**config.mk**
```make
export PLATFORM = sky130hd
export DESIGN_NAME = i2c_rx_slave
export DESIGN_NICKNAME = d
export VERILOG_FILES = /design/src/rtl/i2c_rx_pkg.sv /design/src/rtl/i2c_rx_sync.sv /design/src/rtl/i2c_rx_link.sv /design/src/rtl/i2c_rx_status.sv /design/src/rtl/i2c_rx_slave.sv
export SDC_FILE = /design/constraint.sdc
export NUM_CORES = 1
export LEC_CHECK = 0
export BUFFER_PORTS_ARGS = -buffer_cell sky130_fd_sc_hd__buf_2
export CORE_MARGIN = 2
export CORE_UTILIZATION = 45
export CTS_CLUSTER_DIAMETER = 200
export CTS_CLUSTER_SIZE = 14
export DETAILED_ROUTE_END_ITERATION = 16
export GPL_ROUTABILITY_DRIVEN = 0
export PLACE_DENSITY = 0.66
export SLEW_MARGIN = 20
export SYNTH_ARGS = -nofsm -noshare
export SYNTH_HDL_FRONTEND = slang
export SYNTH_SLANG_ARGS = --single-unit
```
**constraint.sdc**
```tcl
create_clock -name clk -period 2.8 [get_ports clk]
set_clock_uncertainty 0.2 [all_clocks]
set_input_delay 0 -clock clk [delete_from_list [all_inputs] [get_ports clk]]
set_output_delay 0 -clock clk [all_outputs]
set_load 0.005 [all_outputs]
```
**src/rtl/i2c_rx_pkg.sv**
```systemverilog
// Shared types for the serial bus slave receiver.
// Assumes bytes are eight bits and addresses are seven bits wide.
package i2c_rx_pkg;
    localparam int BYTE_W = 8;
    localparam int ADDR_W = 7;
    localparam int CNT_W  = $clog2(BYTE_W);

    // Link-level states of the receive sequencer.
    typedef enum logic [2:0] {
        ST_IDLE,
        ST_ADDR,
        ST_DATA,
        ST_ACK_SETUP,
        ST_ACK_HOLD,
        ST_SKIP
    } rx_state_t;

    // One completed byte handed from the sequencer to the buffer.
    typedef struct packed {
        logic              valid;
        logic              is_data;
        logic [BYTE_W-1:0] val;
    } rx_evt_t;
endpackage

```
**src/rtl/i2c_rx_sync.sv**
```systemverilog
// Two-wire line synchronizer and bus event detector.
// Brings SCL and SDA into the clock domain through a STAGES-deep chain and
// flags SCL edges and start/stop conditions. Lines reset to the idle-high level.
module i2c_rx_sync #(
    parameter int STAGES = 2
) (
    input  logic clk,
    input  logic rst_n,
    input  logic scl_i,
    input  logic sda_i,
    output logic scl_s,
    output logic sda_s,
    output logic scl_rise,
    output logic scl_fall,
    output logic start_det,
    output logic stop_det
);
    localparam int CHAIN_W = 2 * STAGES;

    logic [CHAIN_W-1:0] chain;
    logic               scl_q, sda_q;

    // Shift both lines through the synchronizer chain.
    always_ff @(posedge clk) begin
        if (!rst_n) chain <= '1;
        else        chain <= {chain[CHAIN_W-3:0], scl_i, sda_i};
    end

    assign scl_s = chain[CHAIN_W-1];
    assign sda_s = chain[CHAIN_W-2];

    // Hold the previous synchronized values for edge detection.
    always_ff @(posedge clk) begin
        if (!rst_n) begin
            scl_q <= 1'b1;
            sda_q <= 1'b1;
        end else begin
            scl_q <= scl_s;
            sda_q <= sda_s;
        end
    end

    assign scl_rise  =  scl_s & ~scl_q;
    assign scl_fall  = ~scl_s &  scl_q;
    assign start_det =  scl_s &  scl_q &  sda_q & ~sda_s;
    assign stop_det  =  scl_s &  scl_q & ~sda_q &  sda_s;
endmodule

```
**src/rtl/i2c_rx_link.sv**
```systemverilog
// Receive sequencer: shifts bits on SCL rising edges, matches the address,
// reports completed bytes and drives the acknowledge through an active-low
// enable that only moves on SCL falling edges. Assumes no clock stretching.
module i2c_rx_link
    import i2c_rx_pkg::*;
(
    input  logic              clk,
    input  logic              rst_n,
    input  logic [ADDR_W-1:0] own_addr,
    input  logic              scl_rise,
    input  logic              scl_fall,
    input  logic              sda_s,
    input  logic              start_det,
    input  logic              stop_det,
    input  logic              buf_busy,
    output rx_evt_t           evt,
    output logic              sda_oe
);
    rx_state_t         state, after_ack;
    logic [CNT_W-1:0]  bit_cnt;
    logic [BYTE_W-1:0] shreg;
    logic [BYTE_W-1:0] next_byte;
    logic              ack_q;
    logic              last_bit, addr_hit, in_rx;

    assign next_byte = {shreg[BYTE_W-2:0], sda_s};
    assign addr_hit  = next_byte[BYTE_W-1 -: ADDR_W] == own_addr;
    assign last_bit  = scl_rise && (bit_cnt == CNT_W'(BYTE_W - 1));
    assign in_rx     = (state == ST_ADDR) || (state == ST_DATA);

    // Report a completed byte only when it belongs to an addressed transfer.
    always_comb begin
        evt.valid   = last_bit && !start_det && !stop_det &&
                      ((state == ST_DATA) || (state == ST_ADDR && addr_hit));
        evt.is_data = (state == ST_DATA);
        evt.val     = next_byte;
    end

    // Sequence the bus phases and drive the acknowledge enable.
    always_ff @(posedge clk) begin
        if (!rst_n) begin
            state     <= ST_IDLE;
            after_ack <= ST_IDLE;
            bit_cnt   <= '0;
            shreg     <= '0;
            ack_q     <= 1'b0;
            sda_oe    <= 1'b0;
        end else if (start_det) begin
            state   <= ST_ADDR;
            bit_cnt <= '0;
            sda_oe  <= 1'b0;
        end else if (stop_det) begin
            state   <= ST_IDLE;
            sda_oe  <= 1'b0;
        end else begin
            case (state)
                ST_ADDR, ST_DATA: begin
                    if (scl_rise) begin
                        shreg <= next_byte;
                        if (last_bit) begin
                            bit_cnt <= '0;
                            ack_q   <= !buf_busy;
                            if (state == ST_DATA) begin
                                after_ack <= ST_DATA;
                                state     <= ST_ACK_SETUP;
                            end else if (addr_hit) begin
                                after_ack <= next_byte[0] ? ST_SKIP : ST_DATA;
                                state     <= ST_ACK_SETUP;
                            end else begin
                                state     <= ST_SKIP;
                            end
                        end else begin
                            bit_cnt <= bit_cnt + 1'b1;
                        end
                    end
                end
                ST_ACK_SETUP: begin
                    if (scl_fall) begin
                        sda_oe <= ack_q;
                        state  <= ST_ACK_HOLD;
                    end
                end
                ST_ACK_HOLD: begin
                    if (scl_fall) begin
                        sda_oe <= 1'b0;
                        state  <= after_ack;
                    end
                end
                default: ;
            endcase
        end
    end

    logic unused_in_rx;
    assign unused_in_rx = in_rx;
endmodule

```
**src/rtl/i2c_rx_status.sv**
```systemverilog
// Single-entry receive buffer with interrupt pulse and status flags.
// A byte is accepted when the buffer is empty or being read in the same cycle;
// otherwise the sticky overflow flag is set and the old contents stay.
module i2c_rx_status
    import i2c_rx_pkg::*;
(
    input  logic              clk,
    input  logic              rst_n,
    input  rx_evt_t           evt,
    input  logic              rd_stb,
    input  logic              ovf_clr,
    output logic              buf_busy,
    output logic [BYTE_W-1:0] rd_data,
    output logic              irq,
    output logic              full,
    output logic              ovf,
    output logic              rnw,
    output logic              is_data
);
    assign buf_busy = full & ~rd_stb;

    // Load, free and flag the receive buffer.
    always_ff @(posedge clk) begin
        if (!rst_n) begin
            rd_data <= '0;
            irq     <= 1'b0;
            full    <= 1'b0;
            ovf     <= 1'b0;
            rnw     <= 1'b0;
            is_data <= 1'b0;
        end else begin
            irq <= evt.valid;
            if (evt.valid && !buf_busy) begin
                rd_data <= evt.val;
                full    <= 1'b1;
                is_data <= evt.is_data;
                if (!evt.is_data) rnw <= evt.val[0];
            end else if (rd_stb) begin
                full <= 1'b0;
            end
            if (evt.valid && buf_busy) ovf <= 1'b1;
            else if (ovf_clr)          ovf <= 1'b0;
        end
    end
endmodule

```
**src/rtl/i2c_rx_slave.sv**
```systemverilog
// Top of the serial bus slave receiver: synchronizer, receive sequencer and
// receive buffer. Assumes clk is at least eight times faster than SCL.
module i2c_rx_slave
    import i2c_rx_pkg::*;
#(
    parameter int SYNC_STAGES = 2
) (
    input  logic              clk,
    input  logic              rst_n,
    input  logic              scl_i,
    input  logic              sda_i,
    output logic              sda_oe_o,
    input  logic [ADDR_W-1:0] own_addr_i,
    input  logic              rd_stb_i,
    output logic [BYTE_W-1:0] rd_data_o,
    input  logic              ovf_clr_i,
    output logic              irq_o,
    output logic              full_o,
    output logic              ovf_o,
    output logic              rnw_o,
    output logic              data_nadr_o
);
    logic    scl_s, sda_s, scl_rise, scl_fall, start_det, stop_det;
    logic    buf_busy;
    rx_evt_t evt;
    logic    byte_seen;

    i2c_rx_sync #(.STAGES(SYNC_STAGES)) i_sync (
        .clk       (clk),
        .rst_n     (rst_n),
        .scl_i     (scl_i),
        .sda_i     (sda_i),
        .scl_s     (scl_s),
        .sda_s     (sda_s),
        .scl_rise  (scl_rise),
        .scl_fall  (scl_fall),
        .start_det (start_det),
        .stop_det  (stop_det)
    );

    i2c_rx_link i_link (
        .clk       (clk),
        .rst_n     (rst_n),
        .own_addr  (own_addr_i),
        .scl_rise  (scl_rise),
        .scl_fall  (scl_fall),
        .sda_s     (sda_s),
        .start_det (start_det),
        .stop_det  (stop_det),
        .buf_busy  (buf_busy),
        .evt       (evt),
        .sda_oe    (sda_oe_o)
    );

    i2c_rx_status i_status (
        .clk      (clk),
        .rst_n    (rst_n),
        .evt      (evt),
        .rd_stb   (rd_stb_i),
        .ovf_clr  (ovf_clr_i),
        .buf_busy (buf_busy),
        .rd_data  (rd_data_o),
        .irq      (irq_o),
        .full     (full_o),
        .ovf      (ovf_o),
        .rnw      (rnw_o),
        .is_data  (data_nadr_o)
    );

    assign byte_seen = evt.valid;
endmodule

```
* Yosys cells after proc, flatten, opt, wreduce, memory -nomap -nowiden
Cells that the tools add are included.
** Cells by class
- Add/sub/neg operators :: 1
- Reduce and logical (&&, ||, !) cells :: 28
- Multiplexer cells :: 20
- Bitwise operators :: 17
- Equal/unequal tests :: 14
** Operators with widths (number)
- two-way mux 3 bit :: 10
- != test 4 x 1 -> 1 bit, second input constant :: 4
- AND reduction 5 bit :: 3
- inverter 1 bit :: 9
- one-hot mux 3 bit (3 select lines) :: 1
- AND 1 bit :: 8
- two-way mux 1 bit :: 8
- != test 2 x 1 -> 1 bit, second input constant :: 4
- nonzero test 2 bit :: 4
- equality test 7 bit :: 1
- logical AND 1 bit :: 7
- equality test 3 x 2 -> 1 bit, second input constant :: 2
- equality test 3 bit, second input constant :: 2
- AND reduction 3 bit :: 2
- AND reduction 6 bit :: 1
- nonzero test 5 bit :: 1
- AND reduction 4 bit :: 1
- OR reduction 2 bit :: 2
- adder 3 x 1 -> 3 bit, second input constant :: 1
- equality test 3 x 1 -> 1 bit, second input constant :: 1
- logical NOT 1 bit :: 3
- nonzero test 3 bit :: 1
- OR reduction 3 bit :: 1
- one-hot mux 1 bit (2 select lines) :: 1
- 2 further kinds :: 2
** Storage, ports and cells
- Input port bits :: 13
- Register bits after elaboration :: 37
- Word-level logic and storage cells :: 96
- Output and inout port bits :: 14

* Logic depth before layout (Yosys ltp)
Gate-level depths: netlist (run 1).
- Depth after elaboration :: 9
- Mapped depth :: 9
- Gate-level depth less buffers :: 7

* By module
From an unflattened synthesis (run 1), not the netlist that was laid out.
** Second synthesis, totals
- Cell total of the unflattened synthesis :: 183
- Area total of the unflattened synthesis :: 1666.6 µm²
** Modules (own cells, without submodules)
- i2c_rx_link :: cells an instance 114, area an instance 969.7 µm², sequential area each 340.3 µm², instances 1
- i2c_rx_status :: cells an instance 53, area an instance 506.7 µm², sequential area each 260.2 µm², instances 1
- i2c_rx_sync :: cells an instance 16, area an instance 190.2 µm², sequential area each 120.1 µm², instances 1

* Least setup slack after synthesis (run 1)
OpenSTA, ideal clock, no wires.
- Path kind :: flip-flop to flip-flop
- From :: reg i_link.bit_cnt[0]
- To :: reg i_status.rd_data[0]
- Path buffers :: 2
- Period minus slack after synthesis :: 1.908 ns
- Arrival :: 1.637 ns
- Stages on the path, launching flop included :: 10
- Required time :: 2.528 ns
- Setup time :: 0.072 ns
- Setup slack :: 0.892 ns
- Cell sequence :: dfxtp_1 ha_1 ha_1 and3b_1 and3b_1 buf_2 nand2_1 nor2b_4 buf_12 mux2i_1
** Between the ends
- Longest elaborated chain between the ends :: 6
** Ends and longest elaborated chain
- from (decl) :: RTL line i2c_rx_link.sv:20 : logic [CNT_W-1:0] bit_cnt;
- from (signal assigned) :: RTL line i2c_rx_link.sv:73 : bit_cnt <= bit_cnt + 1'b1;
- equality test 3 bit :: RTL line i2c_rx_link.sv:28 : assign last_bit = scl_rise && (bit_cnt == CNT_W'(BYTE_W - 1));
- logical AND 1 bit :: RTL line i2c_rx_link.sv:28
- logical AND 1 bit (3 in series) :: RTL line i2c_rx_link.sv:33 : evt.valid = last_bit && !start_det && !stop_det &&
- logical AND 1 bit :: RTL line i2c_rx_status.sv:33 : if (evt.valid && !buf_busy) begin
- to (signal assigned) :: RTL line i2c_rx_status.sv:34 : rd_data <= evt.val;
- to (decl) :: RTL line i2c_rx_status.sv:13 : output logic [BYTE_W-1:0] rd_data,
No other way between the ends.
A chain may end at the register's enable or synchronous reset.

* Final worst setup path (run 1)
- From :: reg i_link.shreg[0]
- To :: reg i_status.ovf
** Between the ends
- Longest elaborated chain between the ends :: 6
** Ends and longest elaborated chain
- from (decl) :: RTL line i2c_rx_link.sv:21 : logic [BYTE_W-1:0] shreg;
- from (signal assigned) :: RTL line i2c_rx_link.sv:59 : shreg <= next_byte;
- equality test 7 bit (*) :: RTL line i2c_rx_link.sv:27 : assign addr_hit = next_byte[BYTE_W-1 -: ADDR_W] == own_addr;
- logical AND 1 bit (*) :: RTL line i2c_rx_link.sv:34 : ((state == ST_DATA) || (state == ST_ADDR && addr_hit));
- logical OR 1 bit (*) :: RTL line i2c_rx_link.sv:34
- logical AND 1 bit (*) :: RTL line i2c_rx_link.sv:33
- logical AND 1 bit (*) :: RTL line i2c_rx_status.sv:41 : if (evt.valid && buf_busy) ovf <= 1'b1;
- two-way mux 1 bit or nonzero test 2 bit (tied branches)
- to (signal assigned) :: RTL line i2c_rx_status.sv:28 : ovf <= 1'b0;
- to (signal assigned) :: RTL line i2c_rx_status.sv:41
- to (signal assigned) :: RTL line i2c_rx_status.sv:42 : else if (ovf_clr) ovf <= 1'b0;
- to (decl) :: RTL line i2c_rx_status.sv:16 : output logic ovf,
Every way passes the cells marked *; elsewhere a longest branch is shown, timed or not.

==> metrics.cfg, run 1 <==
[run_status]
outcome = finished, final reports clean

[sta]
worst_slew_pin_slew_ps = 511.1
finalCritPeriodShare_pct = 88.49
grt_setup_unrepaired = no
setup_viol = 0
setup_tns_ps = 0
timing.fmax_mhz = 403.6
slew_viol_final = 0
min_period_ps = 2478
layout_setup_ws_ps = 322.2
hold_viol_final = 0
slew_headroom_pct = 65.93

[yosys]
synth_simple_gate_area_share_pct = 23.37
syn-mean-instance-area_um2 = 9.477
yosysTopAreaCell = dfxtp_1
ys_warn_count = 0
synth_compound_area_share_pct = 10.77
synth.distinct_cells = 37
yosys.area_share.adder_pct = 1.517
ys.flop_type = dfxtp_1
synth-seq-area-share_pct = 43.70
yosys-top-cells-area = dfxtp_1 44%, mux2i_1 12%, nand2_1 5.9%, nand2b_1 4.2%, nor2_1 3.2%
synthesis.nets = 189
ys_ff_latch = 36
synth_top_family_by_area = simple AND/OR/NAND/NOR gates
async_flop_share_pct = 0
synth_xor_xnor_area_share_pct = 4.780
syn_area_mm2 = 0.001649
synth_mux_area_share_pct = 11.53
synth_edf_count = 0
synth_most_common_cell = dfxtp_1
synth_top_area_share_pct = 43.70
ys_top_cells_by_count = 36 x dfxtp_1, 26 x nand2_1, 19 x mux2i_1, 14 x nor2_1, 11 x nand2b_1
synth_cells = 174

[setup_path]
required_ps = 2890
startpoint_type = register
critical_path_class = register to register
arrival_ps = 2570
crit_fanout = 7
worstSetupEndpointType = register

[die]
fp.dieW_um = 64.54
die_h_um = 64.54
die_area_mm2 = 0.004165
initial_core_util_pct = 48.28
core_area_mm2 = 0.003416
fp-row-count = 21
top_level_ports = 27

[layout]
fin_cells = 252
diodes = 0
final_nets = 220
syn_to_final_growth_pct = 16.77
nFillCells = 326
drive_gt1_share_pct = 18.93

[global_route]
grt_pass1_wl_um = 5720
grt_use_met1_pct = 22.11
track_usage_pct = 17.75
grt_pass1_vias = 1266
grt_overflow = 0
grt_busiest_layer = met2
antenna_found_initial = 0
grt_start_max_net_pins = 31
met2_usage_pct = 28.78
grt.met3_usage_pct = 4.340

[placed_design]
placed_cells = 235
hpwl_um = 2347
dp_slack_ps = 608.3
port-buffer-count = 26

[clock_network]
clk_pin_slew_ps = 110
cts_setup_buffers = 0
numCtsBuffers = 5
cts.sinks = 36
cts-root-buf = clkbuf_4
cts_htree_levels = 2
cts_resized = 0
clockBufferDepth = 2
clk_latency_ps = 340
cts_tree = built
cts_hold_buf = 9

[power]
p_per_area_mw_per_mm2 = 446.8
peakVddDrop_mv = 0.3431
leakage_uw = 0.0007802
totalPowerFinal_uw = 860.4

[route]
ant_nets = 0
route.detailed.drc = 0
drt-initial-drc-count = 53
wl_per_cell_um = 13.06
viasPerCell = 5.187
routed_wl_um = 3292
dr_total_vias = 1307
firstDrtPassIters = 4

[min_path]
hold_path_class = input pin to register

[run]
maxCapViolations = 0

## critical path, cell delays in order, from the launching register on
cell           delay (ps)
dfxtp_1               420
xnor2_1               150
nand4_1               170
o41ai_4               440
nand2_1               240
o31ai_2               240
dlygate4sd3_1         570
## cells in the final DEF, fill, tap and decap left out, types with 3 or more instances in the layout
cell	n
dfxtp_1	36
nand2_1	26
buf_2	26
mux2i_1	19
nor2_1	14
nand2b_1	11
dlygate4sd3_1	9
a21oi_1	8
xnor2_1	5
nand3b_1	5
clkbuf_4	5
xor2_1	4
a22oi_1	3
o21ai_0	3
nor3_1	3
## report_power, final
group	internal, uW	switching (uW)	leakage [uW]	total, uW
sequential	516	6.22	0.000291	522
combinational	23.9	23.5	0.000458	47.3
clock	123	168	0.0000315	291
## routing by layer
layer | vias up | share of wire, %
met5 | - | 0
met4 | 0 | 2.3
met3 | 7 | 4.9
met2 | 37 | 47
met1 | 606 | 45
li1 | 657 | -
## state kept, by name (all words and copies together), names as in the netlist
| name | cells |
|---|---|
| i_sync.sda_q | 1 |
| i_status.is_data | 1 |
| i_link.state | 3 |
| i_link.sda_oe | 1 |
| i_status.ovf | 1 |
| i_link.shreg | 7 |
| i_status.rnw | 1 |
| i_sync.chain | 4 |
| i_link.after_ack | 2 |
| i_status.full | 1 |
| i_status.irq | 1 |
| i_link.bit_cnt | 3 |
| i_status.rd_data | 8 |
| i_sync.scl_q | 1 |
| i_link.ack_q | 1 |
## layout make-up
type                            count  area, um2  area share, %
Multi-Input combinational cell    125      857.1          44.51
Sequential cell                    36      720.7          37.43
Tap cell                           46      57.56          2.989
Timing Repair Buffer               35      220.2          11.44
Inverter                            2      7.507         0.3899
Clock inverter                      1      7.507         0.3899
Clock buffer                        7      55.05          2.859
## logic make-up after synthesis
group,Yosys count
multiplexers,19
buffers and inverters,13
AND/OR/NAND/NOR,72
XOR/XNOR,9
adder cells (fa/ha/maj),2
flip-flops,36
AO/OA/AOI/OAI,23
## per-stage QoR
step	hold slack [ps]	util (%)	area, um2
4_1_cts	84.14	56.37	1926
6_report	87.06	56.37	1926
5_1_grt	120.2	56.37	1926
3_3_place_gp	-17.09	51.90	1773
2_1_floorplan	-98.53	-	1649
3_5_place_dp	-16.62	51.90	1773
## worst paths after layout
| path | startpoint | endpoint | slack, ps | depth (start not counted) |
|---|---|---|---|---|
| hold / removal | own_addr_i[1] | i_link.after_ack[1] | 90 | 6 |
| hold reg to reg | i_sync.chain[1] | i_sync.chain[3] | 220 | 1 |
| setup reg to reg | i_link.shreg[0] | i_status.ovf | 320 | 6 |
| setup / recovery | i_link.shreg[0] | i_status.ovf | 320 | 6 |
No activity file was read; power rests on OpenSTA's default activity.
==> run 2: changes to the inputs <==
--- a/config.mk
+++ b/config.mk
@@ -12,6 +12,7 @@
 export CTS_CLUSTER_SIZE = 14
 export DETAILED_ROUTE_END_ITERATION = 16
 export GPL_ROUTABILITY_DRIVEN = 0
+export HOLD_SLACK_MARGIN = 0.12
 export PLACE_DENSITY = 0.66
 export SLEW_MARGIN = 20
 export SYNTH_ARGS = -nofsm -noshare
==> run 2 against run 1 <==
  * Total power grew 0.39%
  * Non-clock buffer count grew 2
  * Flip-flop and latch count is the same
  * Combinational power grew 3%
  * Final cell count grew 0.79%
  * Via count grew 0.69%
  * Routed wire length grew 1.7%
  * Setup slack gained 4.6 ps
  * Fmax grew 0.19%
  * Utilization grew 0.59 points
==> metrics.cfg, run 2 (synthesized netlist as in run 1, its figures left out) <==
[layout]
mostFrequentLayoutCell = dfxtp_1
nFillCells = 324
top_register = i_status.rd_data
final_nets = 222
fin_area_mm2 = 0.001946
largest_reg_flops = 8
top_regs = i_status.rd_data x8, i_link.shreg x7, i_sync.chain x4
layout_common_cells = 36 x dfxtp_1, 26 x nand2_1, 26 x buf_2
final_util_pct = 56.96
fin_cells = 254
multi_input_area_um2 = 857.1
diodes = 0
drive_gt1_share_pct = 18.75
syn_to_final_growth_pct = 17.98
regArea_um2 = 720.7

[sta]
holdWs_ps = 126.9
setup_viol = 0
finalCritPeriodShare_pct = 88.33
min_period_ps = 2473
hold_viol_final = 0
grt_setup_unrepaired = no
worst_slew_pin_slew_ps = 510.6
slew_headroom_pct = 65.96
slew_viol_final = 0
timing.fmax_mhz = 404.3
setup_tns_ps = 0

[die]
initial_core_util_pct = 48.28
core_area_mm2 = 0.003416
die_h_um = 64.54
fp.dieW_um = 64.54
top_level_ports = 27
die_area_mm2 = 0.004165
fp-row-count = 21

[placed_design]
placed_cells = 235
dpl_cell_area_mm2 = 0.001773
hpwl_um = 2347
port-buffer-count = 26

[route]
ant_nets = 0
firstDrtPassIters = 4
wl_per_cell_um = 13.18
routed_wl_um = 3348
viasPerCell = 5.181
dr_total_vias = 1316
route.detailed.drc = 0
drt-initial-drc-count = 69

[global_route]
grt_overflow = 0
grt_pass1_wl_um = 5802
grt_start_max_net_pins = 31
grt_pass1_vias = 1281
antenna_found_initial = 0
track_usage_pct = 18.08

[min_path]
min_to = i_status.irq
hold_depth = 6
hp-start = own_addr_i[5]
hold_path_class = input pin to register

[power]
p_per_area_mw_per_mm2 = 444.0
leakage_uw = 0.0007914
peakVddDrop_mv = 0.3448

[setup_path]
worstSetupEndpointType = register
reg2reg_to = i_status.ovf
startpoint_type = register
r2r_start = i_link.shreg[0]
r2r_cells = 6
rrSetupSlack_ps = 330
arrival_ps = 2570
required_ps = 2890
critical_path_class = register to register
crit_fanout = 7

[clock_network]
clk_latency_ps = 340
clk_pin_slew_ps = 110
numCtsBuffers = 5
cts_tree = built
cts-root-buf = clkbuf_4
cts_htree_levels = 2
cts_resized = 0
clockBufferDepth = 2
cts.sinks = 36

[run_status]
outcome = finished, final reports clean

[run]
maxCapViolations = 0

[run 2: worst max-delay path: stages, from the launching register on]
cell and delay (ps):
dfxtp_1 420, xnor2_1 150, nand4_1 170, o41ai_4 440, nand2_1 240, o31ai_2 240, dlygate4sd3_1 570
[run 2: repair_timing]
action                                 CTS  global route
hold buffers                            11             0
setup buffers                            0             0
endpoints found under the hold margin   28             0
[run 2: stage by stage]
stage          total power [uW]  worst slack (ps)
6_report                  863.8             326.8
2_1_floorplan             559.4             891.7
5_1_grt                   906.2             105.7
4_1_cts                   875.0             318.8
3_3_place_gp              571.9             725.2
3_5_place_dp              573.8             608.3
[run 2: where the power goes]
part	switching (uW)	internal (uW)	leakage, uW
combinational	23.7	24.9	0.000469
sequential	6.36	516	0.000291
clock	170	123	0.0000315
[run 2: worst max path at each step]
stage	startpoint	to	slack, ps	cells past startpoint
2_1_floorplan	i_link.bit_cnt[0]	i_status.rd_data[0]	890	9
3_3_place_gp	i_link.bit_cnt[0]	i_status.rd_data[0]	730	7
3_5_place_dp	i_link.bit_cnt[0]	i_status.rd_data[5]	610	7
4_1_cts	i_link.shreg[0]	i_status.ovf	320	6
5_1_grt	i_link.shreg[0]	i_status.ovf	110	6
6_report	i_link.shreg[0]	i_status.ovf	330	6
[run 2: area by class of cell]
type | count | area share [%]
Multi-Input combinational cell | 125 | 44.05
Sequential cell | 36 | 37.04
Timing Repair Buffer | 37 | 12.35
Tap cell | 46 | 2.958
Clock buffer | 7 | 2.830
Clock inverter | 1 | 0.3859
Inverter | 2 | 0.3859
[run 2: routing by layer]
metal  global-route usage (%)  part of all wire [%]  vias up
li1                         -                     -      663
met1                    22.11                    45      603
met2                    29.82                    48       43
met3                    4.340                   5.0        7
met4                    8.777                   2.2        0
met5                        0                     0        -
==> run 3: changes to the inputs <==
--- a/config.mk
+++ b/config.mk
@@ -17,4 +17,5 @@
 export SLEW_MARGIN = 20
 export SYNTH_ARGS = -nofsm -noshare
 export SYNTH_HDL_FRONTEND = slang
+export SYNTH_HIERARCHICAL = 1
 export SYNTH_SLANG_ARGS = --single-unit
==> run 3 against run 2 <==
  * Worst hold slack improved by 23 ps
  * Flip-flop and latch count did not move
  * First-iteration DRC count rose by 25%
  * Largest power group unchanged
==> metrics.cfg, run 3 <==
[placed_design]
dpl_cell_area_mm2 = 0.001829
hpwl_um = 2408
port-buffer-count = 26

[global_route]
grt.met3_usage_pct = 6.424
grt_overflow = 0
grt_busiest_layer = met2
grt_start_max_net_pins = 24
grt_pass1_wl_um = 5747
grt_use_met1_pct = 20.89
met2_usage_pct = 29.77
antenna_found_initial = 0
track_usage_pct = 17.80
grt_pass1_vias = 1330

[run_status]
outcome = finished, final reports clean

[setup_path]
arrival_ps = 2600
worstSetupEndpointType = register
rrSetupSlack_ps = 230
critical_path_class = register to register
startpoint_type = register
r2r_cells = 7
crit_top_cell = a21oi_1
critical_path.slowest_cell = dlygate4sd3_1
crit_fanout = 6
required_ps = 2820
reg2reg_to = i_status/ovf
r2r_start = i_sync/chain[2]
slowest_delay_ps = 580
cp_cell_sequence = and4b_1, nor4b_4, nand3_2, a21oi_1, a21oi_1, dlygate4sd3_1, nor2b_1

[clock_network]
cts.sinks = 36
clk_pin_slew_ps = 70
cts_resized = 0
cts-root-buf = clkbuf_8
clk_latency_ps = 280
cts_htree_levels = 2
clockBufferDepth = 2
cts_tree = built
numCtsBuffers = 5

[run]
maxCapViolations = 0

[route]
drt-initial-drc-count = 86
wl_per_cell_um = 12.77
firstDrtPassIters = 5
dr_total_vias = 1387
routed_wl_um = 3460
ant_nets = 0
route.detailed.drc = 0
viasPerCell = 5.118

[yosys]
syn_area_mm2 = 0.001667
synth-seq-area-share_pct = 43.24
ys_top_cells_by_count = 36 x dfxtp_1, 33 x nand2_1, 15 x a21oi_1, 11 x mux2i_1, 11 x nand2b_1
synth_most_common_cell = dfxtp_1
synthesis.nets = 198
syn-mean-instance-area_um2 = 9.107
yosysTopAreaCell = dfxtp_1
yosys-top-cells-area = dfxtp_1 43%, nand2_1 7.4%, mux2i_1 6.6%, a21oi_1 4.5%, nand2b_1 4.1%
synth_edf_count = 0
ys_ff_latch = 36
synth_top_area_share_pct = 43.24
ys_warn_count = 6
async_flop_share_pct = 0
ys.flop_type = dfxtp_1
synth.distinct_cells = 43
synth_cells = 183

[die]
die_h_um = 64.86
top_level_ports = 27
fp.dieW_um = 64.86
fp-row-count = 22
die_area_mm2 = 0.004206
core_area_mm2 = 0.003606
initial_core_util_pct = 46.22

[sta]
grt_setup_unrepaired = no
hold_viol_final = 0
holdWs_ps = 150.2
setup_tns_ps = 0
slew_viol_final = 0
timing.fmax_mhz = 388.5
setup_viol = 0
min_period_ps = 2574
worst_slew_pin_slew_ps = 543.4
finalCritPeriodShare_pct = 91.92
slew_headroom_pct = 63.77

[min_path]
hold_path_class = input pin to register
hold_depth = 5
min_to = i_link/after_ack[0]
hp-start = own_addr_i[6]

[power]
leakage_uw = 0.0008887
totalPowerFinal_uw = 937.8
peakVddDrop_mv = 0.2886
p_per_area_mw_per_mm2 = 462.6

[layout]
mostFrequentLayoutCell = dfxtp_1
largest_reg_flops = 8
final_util_pct = 56.21
diodes = 0
drive_gt1_share_pct = 18.39
final_nets = 237
top_regs = i_status/rd_data x8, i_link/shreg x7, i_sync/chain x4
layout_common_cells = 36 x dfxtp_1, 33 x nand2_1, 26 x buf_2
syn_to_final_growth_pct = 21.62
top_register = i_status/rd_data
fin_area_mm2 = 0.002027

==> run 3: changes by cell type after synthesis, moves of 3 or more <==
cell / previous run / this run
mux2i_1: 19 / 11
nand3_1: 1 / 9
a21oi_1: 8 / 15
nand2_1: 26 / 33
nor2_1: 14 / 8
nor2b_1: 0 / 5
buf_2: 5 / 1
a22oi_1: 3 / 0
and4b_1: 0 / 3
nand3b_1: 5 / 2
==> run 3: layout make-up <==
cell class	instances	area [um2]
Sequential cell	36	720.7
Fill cell	334	1579
Clock inverter	3	18.77
Timing Repair Buffer	39	255.2
Multi-Input combinational cell	138	895.9
Clock buffer	5	68.82
Inverter	2	7.507
Tap cell	48	60.06
==> run 3: how the worst max path moves through the flow <==
stage                     depth (start not counted)       startpoint  slack, ps                   to
final                                             7  i_sync/chain[2]        230         i_status/ovf
after floorplan                                   6  i_sync/chain[2]        540         i_status/rnw
after global routing                              7  i_link/shreg[2]         30         i_status/ovf
after global placement                            6  i_link/shreg[4]        440  i_status/rd_data[3]
after CTS                                         7  i_sync/chain[2]        240         i_status/ovf
after detailed placement                          6  i_sync/chain[2]        360     i_status/is_data
==> run 3: timing repair <==
item	CTS	global route
endpoints found under the hold margin	35	0
hold buffers	11	0
setup endpoints to repair	0	0
setup buffers	0	0
==> run 3: per-stage QoR <==
step / setup WS [ps] / std cells
after floorplan: 539.5 / 183
after global placement: 437.9 / 252
after detailed placement: 355.9 / 252
after CTS: 237.3 / 271
after global routing: 30.50 / 271
final: 226.2 / 271
==> run 3: cells by family after synthesis <==
group                    share of synthesized area [%]
AND/OR/NAND/NOR                                  29.13
flip-flops                                       43.24
AO/OA/AOI/OAI                                    10.66
multiplexers                                     6.607
XOR/XNOR                                         5.856
buffers and inverters                            3.002
adder cells (fa/ha/maj)                          1.501
==> run 3: critical path: cells and delay by family (launching register included) <==
kind                   cells  cell delay [ps]
AOI/OAI and AO/OA          2              470
buffers and inverters      1              580
DFF                        1              420
and+or+nand+nor            4              840
==> run 3: layer usage <==
layer  wire, um  part of all wire (%)
met5          0                     0
met1       1546                    45
met4         31                  0.90
met3        175                   5.1
met2       1705                    49
==> run 3: where the power goes <==
group | internal (uW) | leakage [uW] | switching, uW
Combinational | 28.3 | 0.000549 | 27.5
Clock | 173 | 0.0000479 | 185
Sequential | 517 | 0.000291 | 6.49
